===== src/rtl/scan_test_seq_pkg.sv =====
package scan_test_seq_pkg;

   typedef enum logic [1:0] {
      SQ_IDLE    = 2'd0,
      SQ_SHIFT   = 2'd1,
      SQ_CAPTURE = 2'd2,
      SQ_UNLOAD  = 2'd3
   } seq_state_e;

endpackage


===== src/rtl/scan_cell_bank.sv =====
module scan_cell_bank #(
   parameter int               CHAIN_LEN = 8,
   parameter logic [CHAIN_LEN-1:0] RESET_VAL = '0
) (
   input  logic                 clk,
   input  logic                 rst_n,
   input  logic                 mode,
   input  logic                 scan_in,
   input  logic [CHAIN_LEN-1:0] func_next,
   output logic [CHAIN_LEN-1:0] q
);

   for (genvar i = 0; i < CHAIN_LEN; i++) begin : g_cell
      logic shift_src;
      logic cell_q;

      if (i == 0) begin : g_head
         assign shift_src = scan_in;
      end else begin : g_link
         assign shift_src = q[i-1];
      end

      always_ff @(posedge clk or negedge rst_n) begin
         if (!rst_n) cell_q <= RESET_VAL[i];
         else        cell_q <= mode ? shift_src : func_next[i];
      end

      assign q[i] = cell_q;
   end

endmodule


===== src/rtl/scan_seq_ctrl.sv =====
module scan_seq_ctrl
   import scan_test_seq_pkg::*;
#(
   parameter int CHAIN_LEN = 8
) (
   input  logic clk,
   input  logic rst_n,
   input  logic pat_valid,
   input  logic scan_en,
   output logic mode,
   output logic pat_take,
   output logic busy,
   output logic capture,
   output logic shift_phase,
   output logic phase_last
);

   localparam int CW = $clog2(CHAIN_LEN);
   localparam logic [CW-1:0] LAST = CW'(CHAIN_LEN - 1);

   seq_state_e st, st_nx;
   logic [CW-1:0] cnt;

   assign shift_phase = (st == SQ_SHIFT) || (st == SQ_UNLOAD);
   assign capture     = (st == SQ_CAPTURE);
   assign busy        = (st != SQ_IDLE);
   assign mode        = shift_phase || ((st == SQ_IDLE) && scan_en);
   assign pat_take    = ((st == SQ_IDLE) || capture) && pat_valid;
   assign phase_last  = shift_phase && (cnt == LAST);

   always_comb begin
      st_nx = st;
      unique case (st)
         SQ_IDLE:    if (pat_valid)  st_nx = SQ_SHIFT;
         SQ_SHIFT:   if (phase_last) st_nx = SQ_CAPTURE;
         SQ_CAPTURE: st_nx = pat_valid ? SQ_SHIFT : SQ_UNLOAD;
         SQ_UNLOAD:  if (phase_last) st_nx = SQ_IDLE;
         default:    st_nx = SQ_IDLE;
      endcase
   end

   always_ff @(posedge clk or negedge rst_n) begin
      if (!rst_n) begin
         st  <= SQ_IDLE;
         cnt <= '0;
      end else begin
         st <= st_nx;
         if (shift_phase && !phase_last) cnt <= cnt + 1'b1;
         else                            cnt <= '0;
      end
   end

endmodule


===== src/rtl/scan_resp_unpack.sv =====
module scan_resp_unpack #(
   parameter int CHAIN_LEN = 8,
   parameter int PO_W      = 4
) (
   input  logic                 clk,
   input  logic                 rst_n,
   input  logic                 capture,
   input  logic                 shift_phase,
   input  logic                 phase_last,
   input  logic                 scan_bit,
   input  logic [PO_W-1:0]      prim_out,
   output logic [CHAIN_LEN-1:0] resp_state,
   output logic [PO_W-1:0]      resp_po,
   output logic                 resp_valid
);

   logic pend;

   always_ff @(posedge clk or negedge rst_n) begin
      if (!rst_n) begin
         pend       <= 1'b0;
         resp_state <= '0;
         resp_po    <= '0;
         resp_valid <= 1'b0;
      end else begin
         resp_valid <= phase_last && pend;
         if (capture) begin
            pend    <= 1'b1;
            resp_po <= prim_out;
         end else if (phase_last) begin
            pend <= 1'b0;
         end
         if (shift_phase && pend)
            resp_state <= {resp_state[CHAIN_LEN-2:0], scan_bit};
      end
   end

endmodule


===== src/rtl/scan_test_seq.sv =====
module scan_test_seq #(
   parameter int                   CHAIN_LEN = 8,
   parameter int                   PO_W      = 4,
   parameter logic [CHAIN_LEN-1:0] RESET_VAL = CHAIN_LEN'('hA5)
) (
   input  logic                 clk,
   input  logic                 rst_n,
   input  logic                 scan_en,
   input  logic [CHAIN_LEN-1:0] func_next,
   input  logic [PO_W-1:0]      prim_out,
   input  logic                 scan_in,
   input  logic                 pat_valid,
   output logic                 scan_out,
   output logic                 scan_mode,
   output logic [CHAIN_LEN-1:0] chain_q,
   output logic                 pat_take,
   output logic                 seq_busy,
   output logic                 resp_valid,
   output logic [CHAIN_LEN-1:0] resp_state,
   output logic [PO_W-1:0]      resp_po
);

   if (CHAIN_LEN < 2) begin : g_len_check
      $error("scan_test_seq: CHAIN_LEN must be at least 2");
   end
   if (PO_W < 1) begin : g_po_check
      $error("scan_test_seq: PO_W must be at least 1");
   end

   logic capture, shift_phase, phase_last;

   scan_seq_ctrl #(.CHAIN_LEN(CHAIN_LEN)) ctrl_i (
      .clk        (clk),
      .rst_n      (rst_n),
      .pat_valid  (pat_valid),
      .scan_en    (scan_en),
      .mode       (scan_mode),
      .pat_take   (pat_take),
      .busy       (seq_busy),
      .capture    (capture),
      .shift_phase(shift_phase),
      .phase_last (phase_last)
   );

   scan_cell_bank #(.CHAIN_LEN(CHAIN_LEN), .RESET_VAL(RESET_VAL)) bank_i (
      .clk      (clk),
      .rst_n    (rst_n),
      .mode     (scan_mode),
      .scan_in  (scan_in),
      .func_next(func_next),
      .q        (chain_q)
   );

   assign scan_out = chain_q[CHAIN_LEN-1];

   scan_resp_unpack #(.CHAIN_LEN(CHAIN_LEN), .PO_W(PO_W)) unpack_i (
      .clk        (clk),
      .rst_n      (rst_n),
      .capture    (capture),
      .shift_phase(shift_phase),
      .phase_last (phase_last),
      .scan_bit   (scan_out),
      .prim_out   (prim_out),
      .resp_state (resp_state),
      .resp_po    (resp_po),
      .resp_valid (resp_valid)
   );

endmodule


===== config.mk =====
export PLATFORM = sky130hd
export DESIGN_NAME = scan_test_seq
export DESIGN_NICKNAME = d
export VERILOG_FILES = /design/src/rtl/scan_test_seq_pkg.sv /design/src/rtl/scan_cell_bank.sv /design/src/rtl/scan_seq_ctrl.sv /design/src/rtl/scan_resp_unpack.sv /design/src/rtl/scan_test_seq.sv
export SDC_FILE = /design/constraint.sdc
export NUM_CORES = 1
export LEC_CHECK = 0
export CAP_MARGIN = 10
export CORE_MARGIN = 5
export CORE_UTILIZATION = 40
export CTS_BUF_LIST = sky130_fd_sc_hd__clkbuf_8
export DETAILED_ROUTE_END_ITERATION = 7
export PLACE_DENSITY = 0.74
export SLEW_MARGIN = 30
export SYNTH_ARGS = -nofsm -noshare
export SYNTH_HDL_FRONTEND = slang
export SYNTH_SLANG_ARGS = --single-unit

===== constraint.sdc =====
create_clock -name clk -period 1.5 [get_ports clk]
set_input_delay 0.3 -clock clk [delete_from_list [all_inputs] [get_ports clk]]
set_output_delay 0.3 -clock clk [all_outputs]
set_load 0.05 [all_outputs]

==> flow_summary.toml, run 1 <==
[clocking]
numCtsBuffers = 3
cts_sinks = 27
clk_path_buf_depth = 2
clock_latency_ps = 260
root_buffer = "clkbuf_8"
htreeDepth = 1
clkTransAtPathRegs_ps = 90
cts_tree = "done"
cts_hold_buf = 0

[placement]
gp_congestion = 0.657
io_buffers = 41
placed_cell_area_um2 = 1770
hpwlAfterDp_um = 1610

[logic_synthesis]
netlist.area_leader.share_pct = 51.6
avgSynthCellArea_um2 = 14.7
synth_edf_count = 0
yosysMostFrequentCell = "dfrtp_1"
ys_ff_latch = 27
ys_seq_area_share_pct = 61.0
async_flop_share_pct = 100
syn_area_um2 = 1120
synth-main-ff-cell = "dfrtp_1"
syn_nets = 95
synthCells = 76
ys_top_cells_by_count = "23 x dfrtp_1, 20 x mux2_2, 8 x buf_4, 4 x dfstp_2"
synthTopCellsByArea = "dfrtp_1 52%, mux2_2 20%, dfstp_2 9.4%, buf_4 5.4%, ha_1 2.2%"
yosysUniqueCellTypes = 21
synth_area_leader_cell = "dfrtp_1"
yosysWarnings = 0

[routing]
wl_um = 2130
drt-pass1-iter-count = 2
ant_nets = 0
drt-initial-drc-count = 15
viasPerCell = 4.83
routedWlPerCell_um = 14.0
route.vias.total = 734
drc = 0

[final_layout]
postLayoutCoreUtil_pct = 69.3
design_area_um2 = 1880
antennaDiodeCount = 0
layout.nets = 141
layout-drive-gt1-share_pct = 56.2
areaGrowthSynthToFinish_pct = 68.2

[grt]
grt_pass1_wl_um = 3860
grt_pass1_vias = 878
grt_overflow_total = 0
antenna_found_initial = 0
grt_max_degree = 28
grtUsageTotal_pct = 11.8

[setup_path]
critPathSlowestCell = "dfrtp_2"
path_delay_family = "flip-flops"
path_cells = "buf_6 > nor2b_4 > buf_12"
crit_required_ps = 1200
cp-start-kind = "flip-flop"
worst_setup_path_end_kind = "primary output"
crit_path_max_incr_delay_ps = 460
worst-setup-path-type = "reg2out"
cp_max_fo = 5
path_buf_inv = 2
cp.arrival_ps = 1140

[flow_run]
cap_violations = 0

[sta]
rsz0062_at_grt = "yes"
max_slew.worst_pin.slew_ps = 364
min_period_ps = 1440
final-hold-violation-count = 0
slew_headroom_pct = 75.6
period_share_pct = 96.3
setup_viol = 0
finalMaxSlewViolations = 0
clock_skew_ps = 1.29
fmax_mhz = 692

[floorplanning]
dieArea_um2 = 3950
die_w_um = 62.8
io_pins = 42
num_rows = 19
coreArea_um2 = 2710
initial_core_util_pct = 41.2
die_h_um = 62.8

[run_status]
status = "finished clean"

[hold_path]
hold_class = "in2async"
[routing by layer]
metal	track usage, %	share of wire (%)
met1	13.1	39
met2	19.4	49
met3	5.94	12
met4	3.98	0
met5	0	0
[final timing paths]
check / slack [ps] / cells after the start / end / start
worst min register to register: 440 / 1 / ctrl_i.cnt[0]$_DFF_PN0_ / ctrl_i.cnt[0]$_DFF_PN0_
worst min-delay path: 400 / 2 / unpack_i.resp_valid$_DFF_PN0_ / rst_n
worst max-delay path: 60 / 3 / pat_take / ctrl_i.st[0]$_DFFE_PN0P_
min in group clk: 440 / 1 / ctrl_i.cnt[0]$_DFF_PN0_ / ctrl_i.cnt[0]$_DFF_PN0_
worst max register to register: 80 / 3 / unpack_i.resp_po[0]$_DFFE_PN0P_ / ctrl_i.st[0]$_DFFE_PN0P_
max in group asynchronous: 800 / 2 / bank_i.g_cell[5].cell_q$_DFF_PN1_ / rst_n
[registers in the layout, indices dropped and copies added (netlist names)]
name	flops
bank_i.g_cell.cell_q	8
ctrl_i.cnt	3
ctrl_i.st	2
unpack_i.pend	1
unpack_i.resp_po	4
unpack_i.resp_state	8
unpack_i.resp_valid	1
[cell usage in the layout (no fill, tap or decap), drive strengths merged]
master         instances
a2bb2oi                1
or2                    1
dfrtp                 23
dfstp                  4
nor3b                  1
o22ai                  1
and3b                  2
ha                     2
xor2                   1
inv                    3
a21oi                  1
mux2                  20
nor2b                  1
buf                   34
clkdlybuf4s50         16
and3                   1
nor2                   2
clkinvlp               1
o31ai                  1
nand2                  2
clkbuf                 3
[cell families (layout without fill, tap and decap cells)]
kind of cell	count (synthesis)	in the layout	synth area share [%]
DFF	27	27	61.0
xor gates and xnor gates	1	1	0.785
AOI/OAI and AO/OA	4	4	3.48
muxes	20	20	20.2
buffers and inverters	12	57	6.84
adders and majority gates	2	2	2.24
and+or+nand+nor	10	10	5.50
[layout make-up]
class,instances,area (um2)
well taps,31,38.8
repair buffers,50,727
flip-flops and latches,27,682
clock buffers,3,41.3
inverters,3,11.3
multi-input cells,37,369
fillers,194,833
clock inverters,1,7.51
[per-stage QoR]
stage          hold slack [ps]  instances  setup slack (ps)  setup TNS, ps
2_1_floorplan             4.41         76               165              0
4_1_cts                    408        151              27.5              0
3_5_place_dp               436        143             -94.3           -423
5_1_grt                    435        152             -13.0          -13.5
3_3_place_gp               426        143             -54.2           -222
6_report                   398        152              55.9              0
[repair_timing]
item | CTS | global route
pin swaps | 1 | 1
buffers inserted | 4 | 1
resized for setup | 5 | 1
setup endpoints to repair | 2 | 2
Power of run 1 is not shown: default switching activity piles up to over one toggle a cycle in this logic, so the estimate is an artifact.
==> inputs of run 2 (changes only) <==
--- a/config.mk
+++ b/config.mk
@@ -5,13 +5,14 @@
 export SDC_FILE = /design/constraint.sdc
 export NUM_CORES = 1
 export LEC_CHECK = 0
+export ABC_AREA = 1
 export CAP_MARGIN = 10
 export CORE_MARGIN = 5
 export CORE_UTILIZATION = 40
 export CTS_BUF_LIST = sky130_fd_sc_hd__clkbuf_8
 export DETAILED_ROUTE_END_ITERATION = 7
-export PLACE_DENSITY = 0.74
-export SLEW_MARGIN = 30
+export PLACE_DENSITY = 0.84
+export SLEW_MARGIN = 20
 export SYNTH_ARGS = -nofsm -noshare
 export SYNTH_HDL_FRONTEND = slang
 export SYNTH_SLANG_ARGS = --single-unit
==> run 2 against run 1 <==
Compared with the run above: utilization fell by 3.0 points; clock skew rose by 2.5 ps; wire length rose by 30%; final area fell by 0.93%; flip-flop and latch count did not move; clock-buffer cell count did not move; setup slack improved by 8.6 ps; synthesized area rose by 5.8%; hold slack improved by 7.2 ps; critical endpoint is now scan_mode; largest cell class unchanged; highest routed layer is now met4.
==> flow_summary.toml, run 2 <==
[sta]
slew_headroom_pct = 76.4
period_share_pct = 95.7
finalWorstSetupSlack_ps = 64.5
setup_viol = 0
final-hold-violation-count = 0
finalSetupTns_ps = 0
fmax_mhz = 697
finalMaxSlewViolations = 0
max_slew.worst_pin.slew_ps = 353
min_period_ps = 1440
rsz0062_at_grt = "no"
clock_skew_ps = 3.76

[final_layout]
final_common_cell = "nand2_1"
layout-drive-gt1-share_pct = 26.7
mostFrequentLayoutCells = "44 x nand2_1, 25 x buf_12, 22 x dfrtp_1"
top_regs = "bank_i.g_cell.cell_q: 8 flops, unpack_i.resp_state: 8 flops, unpack_i.resp_po: 4 flops"
design_area_um2 = 1860
antennaDiodeCount = 0
final_cells = 196
layout.nets = 185
areaGrowthSynthToFinish_pct = 57.4
fill_cells = 198

[logic_synthesis]
ys_seq_area_share_pct = 57.6
yosysUniqueCellTypes = 14
synth_area_leader_cell = "dfrtp_1"
synthTopCellsByArea = "dfrtp_1 49%, nand2_1 14%, dfstp_2 8.9%, nand3_1 8.1%, buf_4 7.0%"
syn_area_um2 = 1180
avgSynthCellArea_um2 = 9.23
yosysWarnings = 0
synth-main-ff-cell = "dfrtp_1"
ys_ff_latch = 27
yosysMostFrequentCell = "nand2_1"
ys_top_cells_by_count = "44 x nand2_1, 23 x dfrtp_1, 19 x nand3_1, 11 x buf_4, 8 x inv_1"
synth_edf_count = 0
async_flop_share_pct = 100
synthCells = 128
syn_nets = 147
netlist.area_leader.share_pct = 48.7

[setup_path]
cp_max_fo = 9
cp-start-kind = "primary input"
worst_setup_path_end_kind = "primary output"
worst-setup-path-type = "in2out"
cp.arrival_ps = 1140
crit_required_ps = 1200

[routing]
drt-pass1-iter-count = 5
wl_um = 2770
viasPerCell = 4.93
drt-initial-drc-count = 38
drc = 0
routedWlPerCell_um = 14.1
ant_nets = 0
route.vias.total = 966

[pwr]
leakagePower_nw = 0.934
ir_worst_vdd_mv = 1.56
p_per_area_nw_per_um2 = 2600

[clocking]
cts_sinks = 27
numCtsBuffers = 3
clock_latency_ps = 270
cts_tree = "done"
htreeDepth = 1
clk_path_buf_depth = 2
clkTransAtPathRegs_ps = 90
root_buffer = "clkbuf_8"

[grt]
grt_pass1_wl_um = 4750
grt_max_degree = 28
grt_overflow_total = 0
antenna_found_initial = 0
grtUsageTotal_pct = 14.7
grt_pass1_vias = 1056

[placement]
io_buffers = 41
gp_congestion = 0.779
dpl.cell_count = 191
pre_cts_ws_ps = 71.0
hpwlAfterDp_um = 2220
placed_cell_area_um2 = 1810

[floorplanning]
dieArea_um2 = 4140
die_h_um = 64.3
die_w_um = 64.3
num_rows = 19
coreArea_um2 = 2810
io_pins = 42
initial_core_util_pct = 42.1

[flow_run]
cap_violations = 0

[run_status]
status = "finished clean"

[hold_path]
hold_class = "in2async"
==> run 2: layout make-up <==
class                           instances  area (um2)  area share [%]
Sequential cell                        27         682            36.7
Timing Repair Buffer                   46         698            37.6
Clock buffer                            3        41.3            2.22
Tap cell                               31        38.8            2.09
Inverter                               10        37.5            2.02
Clock inverter                          1        3.75           0.202
Multi-Input combinational cell         78         358            19.2
==> run 2: path summary, 6_finish.rpt <==
path                                          start                                 end  slack [ps]  cells past startpoint
max                                         scan_en                           scan_mode          60                      4
min                                           rst_n             ctrl_i.cnt[0]$_DFF_PN0_         410                      2
max reg2reg                ctrl_i.st[0]$_DFFE_PN0P_  unpack_i.resp_state[5]$_DFFE_PN0P_         330                      4
min reg2reg                 ctrl_i.cnt[0]$_DFF_PN0_             ctrl_i.cnt[0]$_DFF_PN0_         440                      1
max in group asynchronous                     rst_n   bank_i.g_cell[2].cell_q$_DFF_PN1_         800                      2
min in group clk            ctrl_i.cnt[0]$_DFF_PN0_             ctrl_i.cnt[0]$_DFF_PN0_         440                      1
==> run 2: where the power goes <==
part	internal, mW	leakage [nW]	switching [mW]	total [mW]
clock	0.183	0.0269	0.210	0.393
sequential	1.10	0.323	0.379	1.48
combinational	1.36	0.584	1.61	2.97
total	2.64	0.934	2.20	4.84
==> run 2: cells by family after synthesis <==
group	Yosys count	synth area share, %
and+or+nand+nor	72	26.2
DFF	27	57.6
buffers and inverters	23	12.1
AOI/OAI and AO/OA	4	2.01
adders and majority gates	2	2.12
==> run 2: per-layer routing <==
metal  vias to the layer above  global-route usage [%]  routed length, um
li1                        464                       -                  -
met1                       449                    17.6               1090
met2                        42                    23.6               1410
met3                        11                    3.33                162
met4                         0                    9.76                102
met5                         -                       0                  0
==> run 2: per-stage QoR <==
stage          hold slack (ps)  utilization [%]  total power, mW
5_1_grt                    444             66.3             5.12
4_1_cts                    414             66.0             4.88
3_5_place_dp               438             64.4             4.47
2_1_floorplan             4.41                -             3.09
6_report                   406             66.3             4.84
3_3_place_gp               420             64.4             4.37
==> run 2: critical path, cell delays in order <==
cell and delay (ps):
clkdlybuf4s50_1 510, nand2_4 110, nand2_4 90, buf_12 130
==> run 2: timing repair <==
action,4_1_cts,5_1_grt
setup endpoints to repair,1,3
hold buffers,0,0
buffers inserted,0,1
resized for setup,1,1
Power figures use the tool's default switching activity.
==> inputs of run 3 (changes only) <==
--- a/config.mk
+++ b/config.mk
@@ -12,7 +12,8 @@
 export CTS_BUF_LIST = sky130_fd_sc_hd__clkbuf_8
 export DETAILED_ROUTE_END_ITERATION = 7
 export PLACE_DENSITY = 0.84
-export SLEW_MARGIN = 20
+export RECOVER_POWER = 100
+export SLEW_MARGIN = 10
 export SYNTH_ARGS = -nofsm -noshare
 export SYNTH_HDL_FRONTEND = slang
 export SYNTH_SLANG_ARGS = --single-unit
==> run 3 against run 2 <==
Compared with the run above: hold slack improved by 32 ps; cell count unchanged; utilization fell by 11 points; clock power about the same; final area is 16% lower; wire length rose by 1.7%; critical path type is now reg2out; largest power group unchanged.
==> flow_summary.toml, run 3 (synthesis gave the netlist of run 2 again) <==
[floorplanning]
die_h_um = 64.3
die_w_um = 64.3
io_pins = 42
dieArea_um2 = 4140
num_rows = 19
initial_core_util_pct = 42.1
coreArea_um2 = 2810

[sta]
min_period_ps = 1440
final-hold-violation-count = 0
max_slew.worst_pin.slew_ps = 661
clock_skew_ps = 3.36
slew_headroom_pct = 55.9
setup_viol = 0
rsz0062_at_grt = "no"
finalMaxSlewViolations = 0
period_share_pct = 96.0
finalSetupTns_ps = 0
fmax_mhz = 694

[setup_path]
crit_cells = 1
cp_max_fo = 3
path_buf_inv = 1
critPathSlowestCell = "dfstp_1"
crit_path_max_incr_delay_ps = 600
worst_setup_path_end_kind = "primary output"
r2r_start = "ctrl_i.st[0]$_DFFE_PN0P_"
path_delay_family = "flip-flops"
reg2reg_to = "unpack_i.resp_state[5]$_DFFE_PN0P_"
r2r_setup_slack_ps = 250
cp.arrival_ps = 1140
crit_required_ps = 1200
ff2ff_path_depth = 4
path_cells = "clkbuf_4"
cp-start-kind = "flip-flop"
worst-setup-path-type = "reg2out"

[routing]
route.vias.total = 955
routedWlPerCell_um = 14.4
drt-pass1-iter-count = 4
wl_um = 2810
drt-initial-drc-count = 38
drc = 0
viasPerCell = 4.87
ant_nets = 0

[clocking]
clock_latency_ps = 270
root_buffer = "clkbuf_8"
cts_tree = "done"
cts_sinks = 27
clk_path_buf_depth = 2
clkTransAtPathRegs_ps = 90
htreeDepth = 1
numCtsBuffers = 3

[pwr]
clkPwrFrac_pct = 9.9
p_comb_share_pct = 56.6
p_sw_mw = 2.07
p_per_area_nw_per_um2 = 2550
switching_share_pct = 52.0
p_int_mw = 1.91
leakagePower_nw = 0.833
seqPwrFrac_pct = 33.5
ir_worst_vdd_mv = 1.21

[grt]
grt_pass1_vias = 1056
antenna_found_initial = 0
grt_pass1_wl_um = 4750
grtUsageTotal_pct = 14.7
grt_overflow_total = 0
grt_max_degree = 28

[placement]
placed_cell_area_um2 = 1810
io_buffers = 41
hpwlAfterDp_um = 2220
gp_congestion = 0.779

[final_layout]
top_regs = "bank_i.g_cell.cell_q: 8 flops, unpack_i.resp_state: 8 flops, unpack_i.resp_po: 4 flops"
design_area_um2 = 1560
antennaDiodeCount = 0
layout.nets = 185
fill_cells = 239
final_common_cell = "nand2_1"
mostFrequentLayoutCells = "44 x nand2_1, 22 x dfrtp_1, 20 x clkbuf_2"
layout-drive-gt1-share_pct = 23.6
areaGrowthSynthToFinish_pct = 32.0

[run_status]
status = "finished clean"

[hold_path]
min_to = "ctrl_i.cnt[0]$_DFF_PN0_"
hold_class = "reg2reg"
min_from = "ctrl_i.cnt[0]$_DFF_PN0_"
min_path_cells = 1

[flow_run]
cap_violations = 0
run 3: worst max path at each step:
stage                                            startpoint          to  slack [ps]
after floorplan           bank_i.g_cell[7].cell_q$_DFF_PN1_  chain_q[7]         270
after global placement                              scan_en   scan_mode         100
after detailed placement                            scan_en   scan_mode          70
after CTS                          ctrl_i.st[1]$_DFFE_PN0P_   scan_mode          20
after global routing                                scan_en   scan_mode          10
final                     bank_i.g_cell[7].cell_q$_DFF_PN1_  chain_q[7]          60
run 3: final cells by class:
type                       count  area [um2]  area share [%]
timing repair buffer          46         398            25.5
clock buffer                   3        41.3            2.65
inverter                      10        37.5            2.41
sequential                    27         682            43.7
clock inverter                 1        3.75           0.241
multi-input combinational     78         358            23.0
tap                           31        38.8            2.49
run 3: worst reg2reg max path, stage by stage, from the launching register on:
cell and delay [ps]:
dfrtp_1 390, clkbuf_2 240, nand2_1 270, nor2_1 200, a21oi_2 40
run 3: power by group through the flow:
stage / registers [mW] / clock network (mW) / logic, mW
2_1_floorplan: 1.85 / 0 / 1.24
3_3_place_gp: 1.48 / 0 / 2.89
3_5_place_dp: 1.51 / 0 / 2.96
4_1_cts: 1.50 / 0.418 / 2.97
5_1_grt: 1.39 / 0.443 / 2.45
6_report: 1.34 / 0.393 / 2.25
run 3: repair_timing:
| item | CTS | global route |
|---|---|---|
| gates resized for setup | 1 | 1 |
| endpoints found under the setup margin | 1 | 3 |
| hold buffers | 0 | 0 |
| setup buffers | 0 | 1 |
run 3: stage by stage:
step | cells | hold slack (ps) | utilization (%) | worst slack, ps | total power [mW]
CTS | 195 | 414 | 66.0 | 19.9 | 4.88
detailed placement | 191 | 438 | 64.4 | 71.0 | 4.47
global placement | 191 | 420 | 64.4 | 95.8 | 4.37
floorplan | 128 | 4.41 | - | 272 | 3.09
global route | 196 | 467 | 55.6 | 14.8 | 4.28
finish | 196 | 437 | 55.6 | 59.6 | 3.98
run 3: per-layer routing:
metal	routed length (um)	global-route usage (%)	vias to the layer above
li1	-	-	461
met1	1170	17.6	447
met2	1410	23.6	39
met3	146	3.33	8
met4	81	9.76	0
met5	0	0	-
